==> src/rtl/pd_tx_pkg.sv <==
package pd_tx_pkg;
  typedef enum logic [2:0] {PH_PRE, PH_SOP, PH_HDR, PH_DATA, PH_CRC, PH_EOP} phase_e;

  localparam logic [4:0] K_SYNC1 = 5'b11000;
  localparam logic [4:0] K_SYNC2 = 5'b10001;
  localparam logic [4:0] K_RST1  = 5'b00111;
  localparam logic [4:0] K_RST2  = 5'b11001;
  localparam logic [4:0] K_EOP   = 5'b01101;
  localparam logic [31:0] CRC_POLY_REFL = 32'hEDB88320;

  function automatic logic [4:0] enc_nibble(input logic [3:0] n);
    logic [4:0] s;
    unique case (n)
      4'h0: s = 5'b11110;  4'h1: s = 5'b01001;
      4'h2: s = 5'b10100;  4'h3: s = 5'b10101;
      4'h4: s = 5'b01010;  4'h5: s = 5'b01011;
      4'h6: s = 5'b01110;  4'h7: s = 5'b01111;
      4'h8: s = 5'b10010;  4'h9: s = 5'b10011;
      4'hA: s = 5'b10110;  4'hB: s = 5'b10111;
      4'hC: s = 5'b11010;  4'hD: s = 5'b11011;
      4'hE: s = 5'b11100;  default: s = 5'b11101;
    endcase
    return s;
  endfunction

  // four reflected CRC steps, nibble bit 0 first
  function automatic logic [31:0] crc_step4(input logic [31:0] c, input logic [3:0] n);
    logic [31:0] r;
    r = c;
    for (int i = 0; i < 4; i++) begin
      r = (r[0] ^ n[i]) ? ((r >> 1) ^ CRC_POLY_REFL) : (r >> 1);
    end
    return r;
  endfunction
endpackage

==> src/rtl/pd_tx_crc.sv <==
module pd_tx_crc (
  input  logic        clk_i,
  input  logic        rst_ni,
  input  logic        clr_i,
  input  logic        en_i,
  input  logic [3:0]  nib_i,
  output logic [31:0] crc_o
);
  import pd_tx_pkg::*;
  logic [31:0] crc_q;

  always_ff @(posedge clk_i or negedge rst_ni) begin
    if (!rst_ni)    crc_q <= '1;
    else if (clr_i) crc_q <= '1;
    else if (en_i)  crc_q <= crc_step4(crc_q, nib_i);
  end

  assign crc_o = ~crc_q;
endmodule

==> src/rtl/pd_tx_seq.sv <==
module pd_tx_seq #(
  parameter int PRE_SYMS = 13,
  parameter int CNT_W    = 3,
  parameter int IDX_W    = 6
) (
  input  logic                 clk_i,
  input  logic                 rst_ni,
  input  logic                 start_i,
  input  logic                 hard_i,
  input  logic [CNT_W-1:0]     words_i,
  input  logic                 adv_i,
  output logic                 busy_o,
  output logic                 hard_o,
  output pd_tx_pkg::phase_e    phase_o,
  output logic [IDX_W-1:0]     idx_o,
  output logic                 done_o
);
  import pd_tx_pkg::*;

  logic             busy_q, hard_q, done_q;
  logic [CNT_W-1:0] words_q;
  phase_e           phase_q;
  logic [IDX_W-1:0] idx_q, data_last;

  assign data_last = IDX_W'({words_q, 3'b000}) - IDX_W'(1);

  always_ff @(posedge clk_i or negedge rst_ni) begin
    if (!rst_ni) begin
      busy_q  <= 1'b0;
      hard_q  <= 1'b0;
      done_q  <= 1'b0;
      words_q <= '0;
      phase_q <= PH_PRE;
      idx_q   <= '0;
    end else begin
      done_q <= 1'b0;
      if (!busy_q) begin
        if (start_i) begin
          busy_q  <= 1'b1;
          hard_q  <= hard_i;
          words_q <= words_i;
          phase_q <= PH_PRE;
          idx_q   <= '0;
        end
      end else if (adv_i) begin
        idx_q <= idx_q + IDX_W'(1);
        unique case (phase_q)
          PH_PRE: if (idx_q == IDX_W'(PRE_SYMS - 1)) begin
            phase_q <= PH_SOP;
            idx_q   <= '0;
          end
          PH_SOP: if (idx_q == IDX_W'(3)) begin
            if (hard_q) begin
              busy_q <= 1'b0;
              done_q <= 1'b1;
            end else begin
              phase_q <= PH_HDR;
              idx_q   <= '0;
            end
          end
          PH_HDR: if (idx_q == IDX_W'(3)) begin
            phase_q <= (words_q == '0) ? PH_CRC : PH_DATA;
            idx_q   <= '0;
          end
          PH_DATA: if (idx_q == data_last) begin
            phase_q <= PH_CRC;
            idx_q   <= '0;
          end
          PH_CRC: if (idx_q == IDX_W'(7)) begin
            phase_q <= PH_EOP;
            idx_q   <= '0;
          end
          default: begin
            busy_q <= 1'b0;
            done_q <= 1'b1;
          end
        endcase
      end
    end
  end

  assign busy_o  = busy_q;
  assign hard_o  = hard_q;
  assign phase_o = phase_q;
  assign idx_o   = idx_q;
  assign done_o  = done_q;
endmodule

==> src/rtl/pd_tx_enc.sv <==
module pd_tx_enc #(
  parameter int PRE_SYMS  = 13,
  parameter int PRE_TAIL  = 4,
  parameter int MAX_WORDS = 7,
  parameter int IDX_W     = 6
) (
  input  pd_tx_pkg::phase_e     phase_i,
  input  logic [IDX_W-1:0]      idx_i,
  input  logic                  hard_i,
  input  logic [15:0]           header_i,
  input  logic [MAX_WORDS*32-1:0] data_i,
  input  logic [31:0]           crc_i,
  output logic [4:0]            sym_o,
  output logic                  short_o,
  output logic                  last_o,
  output logic [3:0]            nib_o
);
  import pd_tx_pkg::*;

  localparam logic [4:0] TAIL_MASK = (PRE_TAIL == 0) ? 5'h1F : 5'((1 << PRE_TAIL) - 1);

  logic pre_end;
  logic sop_end;
  assign pre_end = (idx_i == IDX_W'(PRE_SYMS - 1));
  assign sop_end = (idx_i == IDX_W'(3));

  always_comb begin
    unique case (phase_i)
      PH_HDR:  nib_o = header_i[{idx_i[1:0], 2'b00} +: 4];
      PH_DATA: nib_o = data_i[{idx_i, 2'b00} +: 4];
      PH_CRC:  nib_o = crc_i[{idx_i[2:0], 2'b00} +: 4];
      default: nib_o = 4'h0;
    endcase
  end

  always_comb begin
    short_o = 1'b0;
    last_o  = 1'b0;
    unique case (phase_i)
      PH_PRE: begin
        // 5 is odd: bit parity of a symbol's first bit follows the symbol index
        sym_o   = idx_i[0] ? 5'b10101 : 5'b01010;
        short_o = pre_end && (PRE_TAIL != 0);
        if (short_o) sym_o = sym_o & TAIL_MASK;
      end
      PH_SOP: begin
        if (hard_i) sym_o = sop_end ? K_RST2 : K_RST1;
        else        sym_o = sop_end ? K_SYNC2 : K_SYNC1;
        last_o = hard_i && sop_end;
      end
      PH_EOP: begin
        sym_o  = K_EOP;
        last_o = 1'b1;
      end
      default: sym_o = enc_nibble(nib_o);
    endcase
  end
endmodule

==> src/rtl/pd_tx_framer.sv <==
module pd_tx_framer #(
  parameter int MAX_WORDS = 7,
  parameter int PRE_BITS  = 64
) (
  input  logic                    clk_i,
  input  logic                    rst_ni,
  input  logic                    start_i,
  input  logic                    hard_reset_i,
  input  logic [15:0]             header_i,
  input  logic [MAX_WORDS*32-1:0] data_i,
  input  logic                    sym_ready_i,
  output logic                    sym_valid_o,
  output logic [4:0]              sym_o,
  output logic                    sym_short_o,
  output logic                    sym_last_o,
  output logic                    busy_o,
  output logic                    done_o
);
  import pd_tx_pkg::*;

  localparam int CNT_W    = 3;
  localparam int PRE_SYMS = (PRE_BITS + 4) / 5;
  localparam int PRE_TAIL = PRE_BITS % 5;
  localparam int NIB_MAX  = MAX_WORDS * 8;
  localparam int IDX_MAX  = (NIB_MAX > PRE_SYMS) ? NIB_MAX : PRE_SYMS;
  localparam int IDX_W    = $clog2(IDX_MAX + 1);

  logic                    busy, hard_q, adv, accept, crc_en;
  logic [15:0]             header_q;
  logic [MAX_WORDS*32-1:0] data_q;
  logic [CNT_W-1:0]        hdr_cnt, words;
  phase_e                  phase;
  logic [IDX_W-1:0]        idx;
  logic [31:0]             crc;
  logic [3:0]              nib;

  assign hdr_cnt = header_i[14:12];
  assign words   = (int'(hdr_cnt) > MAX_WORDS) ? CNT_W'(MAX_WORDS) : hdr_cnt;
  assign accept  = start_i && !busy;
  assign adv     = busy && sym_ready_i;
  assign crc_en  = adv && (phase == PH_HDR || phase == PH_DATA);

  always_ff @(posedge clk_i or negedge rst_ni) begin
    if (!rst_ni) begin
      header_q <= '0;
      data_q   <= '0;
    end else if (accept) begin
      header_q <= header_i;
      data_q   <= data_i;
    end
  end

  pd_tx_seq #(.PRE_SYMS(PRE_SYMS), .CNT_W(CNT_W), .IDX_W(IDX_W)) u_seq (
    .clk_i, .rst_ni, .start_i, .hard_i(hard_reset_i), .words_i(words), .adv_i(adv),
    .busy_o(busy), .hard_o(hard_q), .phase_o(phase), .idx_o(idx), .done_o(done_o)
  );

  pd_tx_crc u_crc (
    .clk_i, .rst_ni, .clr_i(accept), .en_i(crc_en), .nib_i(nib), .crc_o(crc)
  );

  pd_tx_enc #(.PRE_SYMS(PRE_SYMS), .PRE_TAIL(PRE_TAIL), .MAX_WORDS(MAX_WORDS), .IDX_W(IDX_W)) u_enc (
    .phase_i(phase), .idx_i(idx), .hard_i(hard_q), .header_i(header_q), .data_i(data_q),
    .crc_i(crc), .sym_o(sym_o), .short_o(sym_short_o), .last_o(sym_last_o), .nib_o(nib)
  );

  assign sym_valid_o = busy;
  assign busy_o      = busy;
endmodule

==> config.mk <==
export PLATFORM = sky130hd
export DESIGN_NAME = pd_tx_framer
export DESIGN_NICKNAME = d
export VERILOG_FILES = /design/src/rtl/pd_tx_pkg.sv /design/src/rtl/pd_tx_crc.sv /design/src/rtl/pd_tx_seq.sv /design/src/rtl/pd_tx_enc.sv /design/src/rtl/pd_tx_framer.sv
export SDC_FILE = /design/constraint.sdc
export NUM_CORES = 1
export LEC_CHECK = 0
export ABC_AREA = 1
export BUFFER_PORTS_ARGS = -buffer_cell sky130_fd_sc_hd__buf_2
export CORE_MARGIN = 3
export CORE_UTILIZATION = 30
export CTS_CLUSTER_SIZE = 30
export DETAILED_ROUTE_END_ITERATION = 16
export SYNTH_ARGS = -nofsm -noshare
export SYNTH_HDL_FRONTEND = slang
export SYNTH_SLANG_ARGS = --single-unit
==> constraint.sdc <==
create_clock -name clk_i -period 2.2 [get_ports clk_i]
set_input_delay 0.22 -clock clk_i [delete_from_list [all_inputs] [get_ports clk_i]]
set_output_delay 0.22 -clock clk_i [all_outputs]
set_load 0.05 [all_outputs]
==> flow_results.xml <==
<?xml version="1.0" encoding="UTF-8"?>
<metrics>
  <group name="die">
    <metric name="start_util" unit="%">30.5</metric>
    <metric name="io_pins" unit="">255</metric>
    <metric name="die_x" unit="µm">229</metric>
    <metric name="dieArea" unit="µm²">52500</metric>
    <metric name="chipHeight" unit="µm">229</metric>
    <metric name="num_rows" unit="">81</metric>
    <metric name="placeableCoreArea" unit="µm²">49100</metric>
  </group>
  <group name="power">
    <metric name="peakVddDrop" unit="mV">0.531</metric>
    <metric name="comb_power_share" unit="%">51.7</metric>
    <metric name="relative_contribution_of_the_clock_network_to_total_power" unit="%">19.2</metric>
    <metric name="cellPowerDensity" unit="nW/µm²">1350</metric>
    <metric name="power_report.internal_total" unit="µW">18100</metric>
    <metric name="proportion_of_total_power_due_to_net_switching" unit="%">42.4</metric>
    <metric name="finalPower" unit="µW">31500</metric>
    <metric name="power_frac_seq" unit="%">29.1</metric>
    <metric name="p_sw" unit="µW">13300</metric>
    <metric name="p_leak" unit="µW">0.0117</metric>
  </group>
  <group name="synthesis">
    <metric name="leading_register_cell_type_out_of_synthesis" unit="">sky130_fd_sc_hd__dfrtp_1</metric>
    <metric name="yosys.cell_types.count" unit="">35</metric>
    <metric name="yosysSeqAreaShare" unit="%">47.8</metric>
    <metric name="netlist_top_cells_area" unit="">sky130_fd_sc_hd__dfrtp_1 42%, sky130_fd_sc_hd__nand2_1 23%, sky130_fd_sc_hd__dfstp_2 5.6%, sky130_fd_sc_hd__o21ai_0 5.4%, sky130_fd_sc_hd__nand3_1 4.4%</metric>
    <metric name="syn_avg_cell_area" unit="µm²">7.07</metric>
    <metric name="netlist_instances" unit="">2114</metric>
    <metric name="ys_warn_count" unit="">0</metric>
    <metric name="total_of_flip_flops_plus_latches_after_synthesis" unit="">284</metric>
    <metric name="syn_area" unit="µm²">14900</metric>
    <metric name="synth_enable_flop_cells" unit="">0</metric>
    <metric name="synth_largest_area_cell" unit="">sky130_fd_sc_hd__dfrtp_1</metric>
    <metric name="synth-async-reset-ratio" unit="%">100</metric>
    <metric name="post-synth-top-area-fraction" unit="%">42.2</metric>
    <metric name="postSynthNetCount" unit="">2368</metric>
  </group>
  <group name="timing">
    <metric name="final_max_slew_viol_count" unit="">0</metric>
    <metric name="period_minus_slack" unit="ns">3.28</metric>
    <metric name="slew_headroom" unit="%">62.4</metric>
    <metric name="worst-slew-pin-transition" unit="ns">0.563</metric>
    <metric name="clock.fmax" unit="MHz">304</metric>
    <metric name="finalCritPeriodShare" unit="%">149</metric>
    <metric name="fin_skew" unit="ns">0.0230</metric>
    <metric name="report.final.setup_viol" unit="">44</metric>
    <metric name="final.setup.worst_slack" unit="ns">-1.08</metric>
    <metric name="setup_total_negative_slack" unit="ns">-21.67</metric>
    <metric name="grt_setup_unrepaired" unit="">true</metric>
    <metric name="finalHoldViolCount" unit="">0</metric>
  </group>
  <group name="critical_path">
    <metric name="worstPathMaxFanout" unit="">25</metric>
    <metric name="setup.worst_path.class" unit="">register to output port</metric>
    <metric name="crit_arrival" unit="ns">3.06</metric>
    <metric name="end_kind" unit="">output port</metric>
    <metric name="worst_ep_required_time" unit="ns">1.98</metric>
    <metric name="cp-start-kind" unit="">register</metric>
  </group>
  <group name="clocking">
    <metric name="clock_sink_count" unit="">284</metric>
    <metric name="clock_latency_at_the_later_pin_of_the_worst_skew_pair" unit="ns">0.55</metric>
    <metric name="h-tree-depth" unit="">2</metric>
    <metric name="cts_tree" unit="">built</metric>
    <metric name="path_clk_slew" unit="ns">0.06</metric>
    <metric name="clock_tree.root_cell" unit="">sky130_fd_sc_hd__clkbuf_16</metric>
    <metric name="maximum_count_of_clock_buffers_along_a_single_path" unit="">3</metric>
    <metric name="tritoncts_buffers" unit="">35</metric>
  </group>
  <group name="cells_and_area">
    <metric name="seq_cell_area" unit="µm²">7150</metric>
    <metric name="synthesis_to_layout_area_growth" unit="%">56.5</metric>
    <metric name="drive_gt1_share" unit="%">26.5</metric>
    <metric name="multi_input_area" unit="µm²">7690</metric>
    <metric name="design_area" unit="µm²">23400</metric>
    <metric name="commonest_non_fill_non_tap_cell_in_the_layout" unit="">sky130_fd_sc_hd__nand2_1</metric>
    <metric name="num-nets-final" unit="">2975</metric>
    <metric name="layout.filler_cells" unit="">4685</metric>
    <metric name="leading_cell_types_in_the_layout_fill_and_taps_excluded" unit="">862 x sky130_fd_sc_hd__nand2_1, 250 x sky130_fd_sc_hd__dfrtp_1, 246 x sky130_fd_sc_hd__buf_2</metric>
  </group>
  <group name="grt">
    <metric name="grt_first_pass_wirelength" unit="mm">92.7</metric>
    <metric name="antenna_found_initial" unit="">5</metric>
    <metric name="grt.total_usage" unit="%">22.2</metric>
    <metric name="first_global_vias" unit="">16764</metric>
    <metric name="largest_net_degree_at_the_start_of_global_routing" unit="">117</metric>
    <metric name="grt-ovfl-total" unit="">0</metric>
  </group>
  <group name="job">
    <metric name="cap_viol_max_count" unit="">0</metric>
  </group>
  <group name="detailed_routing">
    <metric name="drt-initial-drc-count" unit="">1243</metric>
    <metric name="drt-total-wl" unit="mm">59.3</metric>
    <metric name="detail-route-antenna-nets" unit="">0</metric>
    <metric name="num_vias" unit="">16325</metric>
    <metric name="routed_via_density" unit="">4.78</metric>
    <metric name="detail_route.wl_per_cell" unit="µm">17.4</metric>
    <metric name="first_pass_iters" unit="">5</metric>
    <metric name="drc_viols" unit="">0</metric>
  </group>
  <group name="place">
    <metric name="dpl-instance-area" unit="µm²">18000</metric>
    <metric name="port-buffer-count" unit="">254</metric>
    <metric name="dpl.hpwl" unit="mm">38.0</metric>
    <metric name="final_wtd_congestion" unit="">0.905</metric>
  </group>
  <group name="outcome">
    <metric name="status" unit="">finished, violations left</metric>
    <metric name="violations" unit="">negative setup slack</metric>
  </group>
  <group name="hold_path">
    <metric name="holdCritPathClass" unit="">input pin to async pin</metric>
  </group>
</metrics>
-- critical path, cell delays in order (launching register included) --
cell and delay (ns):
sky130_fd_sc_hd__dfrtp_4 0.44, sky130_fd_sc_hd__buf_6 0.14, sky130_fd_sc_hd__clkinv_8 0.08, sky130_fd_sc_hd__buf_4 0.14, sky130_fd_sc_hd__buf_12 0.15, sky130_fd_sc_hd__o21ai_0 0.21, sky130_fd_sc_hd__nand2_1 0.10, sky130_fd_sc_hd__a21oi_1 0.13
sky130_fd_sc_hd__nand2_1 0.08, sky130_fd_sc_hd__nand2_2 0.09, sky130_fd_sc_hd__nand3_4 0.11, sky130_fd_sc_hd__nand2_4 0.13, sky130_fd_sc_hd__nand2_8 0.08, sky130_fd_sc_hd__o21ai_2 0.13, sky130_fd_sc_hd__nand4_1 0.24, sky130_fd_sc_hd__buf_12 0.24
-- layer usage --
layer	part of all wire [%]	GRT usage, %
met5	0	0
met4	4.6	10.3
met3	4.8	2.85
met2	46	36.2
met1	44	29.5
-- final cells by class --
cell class                      count  area share, %
Antenna cell                        5         0.0535
Clock buffer                       53           4.73
Clock inverter                      9          0.433
Inverter                          181           2.99
Multi-Input combinational cell   1539           32.9
Sequential cell                   284           30.6
Tap cell                          664           3.55
Timing Repair Buffer              680           24.8
-- state kept, by name, summed over array words and instances, names as in the netlist --
name / flops
u_seq.hard_o: 1
u_seq.idx_o: 6
u_crc.crc_q: 32
u_seq.phase_o: 3
data_q: 224
u_seq.busy_o: 1
u_seq.done_o: 1
header_q: 16
-- through the flow --
stage,cells,hold slack (ns),setup WS [ns],utilization (%)
6_report,3415,0.238,-1.08,47.7
4_1_cts,3398,0.175,-1.06,46.6
5_1_grt,3414,0.218,-1.16,47.7
2_1_floorplan,2114,-0.0756,-0.156,-
3_3_place_gp,3061,0.212,-0.767,36.7
3_5_place_dp,3061,0.207,-0.775,36.7
-- power by group through the flow --
stage / clock network (µW) / registers (µW) / logic [µW]
finish: 6050 / 9160 / 16300
global placement: 0 / 9070 / 12700
global route: 6380 / 9380 / 17900
floorplan: 0 / 8650 / 8260
CTS: 6190 / 9070 / 15400
detailed placement: 0 / 9110 / 12900
-- worst paths after layout --
kind                                start               to  slack (ns)  cells after the start
setup / recovery           u_seq.idx_o[0]         sym_o[1]       -1.08                     15
hold / removal                     rst_ni      data_q[194]        0.24                      2
setup reg to reg           u_seq.idx_o[0]  u_crc.crc_q[27]       -0.64                     26
hold reg to reg               data_q[121]      data_q[121]        0.47                      2
max in group asynchronous          rst_ni  u_crc.crc_q[17]        1.16                      3
min in group clk_i            sym_ready_i   u_seq.idx_o[2]        0.25                      3
-- cell families (layout without fill, tap and decap cells) --
logic type	after synthesis	after routing	synth area share (%)
and+or+nand+nor	1256	1261	33.3
buffers and inverters	296	923	8.46
DFF	284	284	47.8
AOI/OAI and AO/OA	258	258	9.03
xor gates and xnor gates	11	11	0.645
adders and majority gates	9	9	0.753
other	0	5	0
-- synthesized netlist by cell type (3+ instances only) --
cell	count
sky130_fd_sc_hd__a21oi_1	38
sky130_fd_sc_hd__buf_1	5
sky130_fd_sc_hd__buf_2	24
sky130_fd_sc_hd__buf_4	11
sky130_fd_sc_hd__buf_6	11
sky130_fd_sc_hd__clkbuf_1	64
sky130_fd_sc_hd__dfrtp_1	252
sky130_fd_sc_hd__dfstp_2	32
sky130_fd_sc_hd__ha_1	9
sky130_fd_sc_hd__inv_1	173
sky130_fd_sc_hd__inv_2	6
sky130_fd_sc_hd__nand2_1	920
sky130_fd_sc_hd__nand2_2	17
sky130_fd_sc_hd__nand3_1	131
sky130_fd_sc_hd__nor2_1	171
sky130_fd_sc_hd__nor3_1	8
sky130_fd_sc_hd__o211ai_1	3
sky130_fd_sc_hd__o21ai_0	162
sky130_fd_sc_hd__o21ai_1	27
sky130_fd_sc_hd__o22ai_1	18
sky130_fd_sc_hd__o32ai_1	3
sky130_fd_sc_hd__xor2_1	9
-- what timing repair did --
item | CTS | global route
hold buffers | 242 | 0
hold endpoints to repair | 292 | 0
gates resized for setup | 191 | 108
setup buffers | 24 | 13
cloned | 10 | 1
pin swaps | 62 | 46
endpoints found under the setup margin | 44 | 44
(Power assumes the default switching activity.)
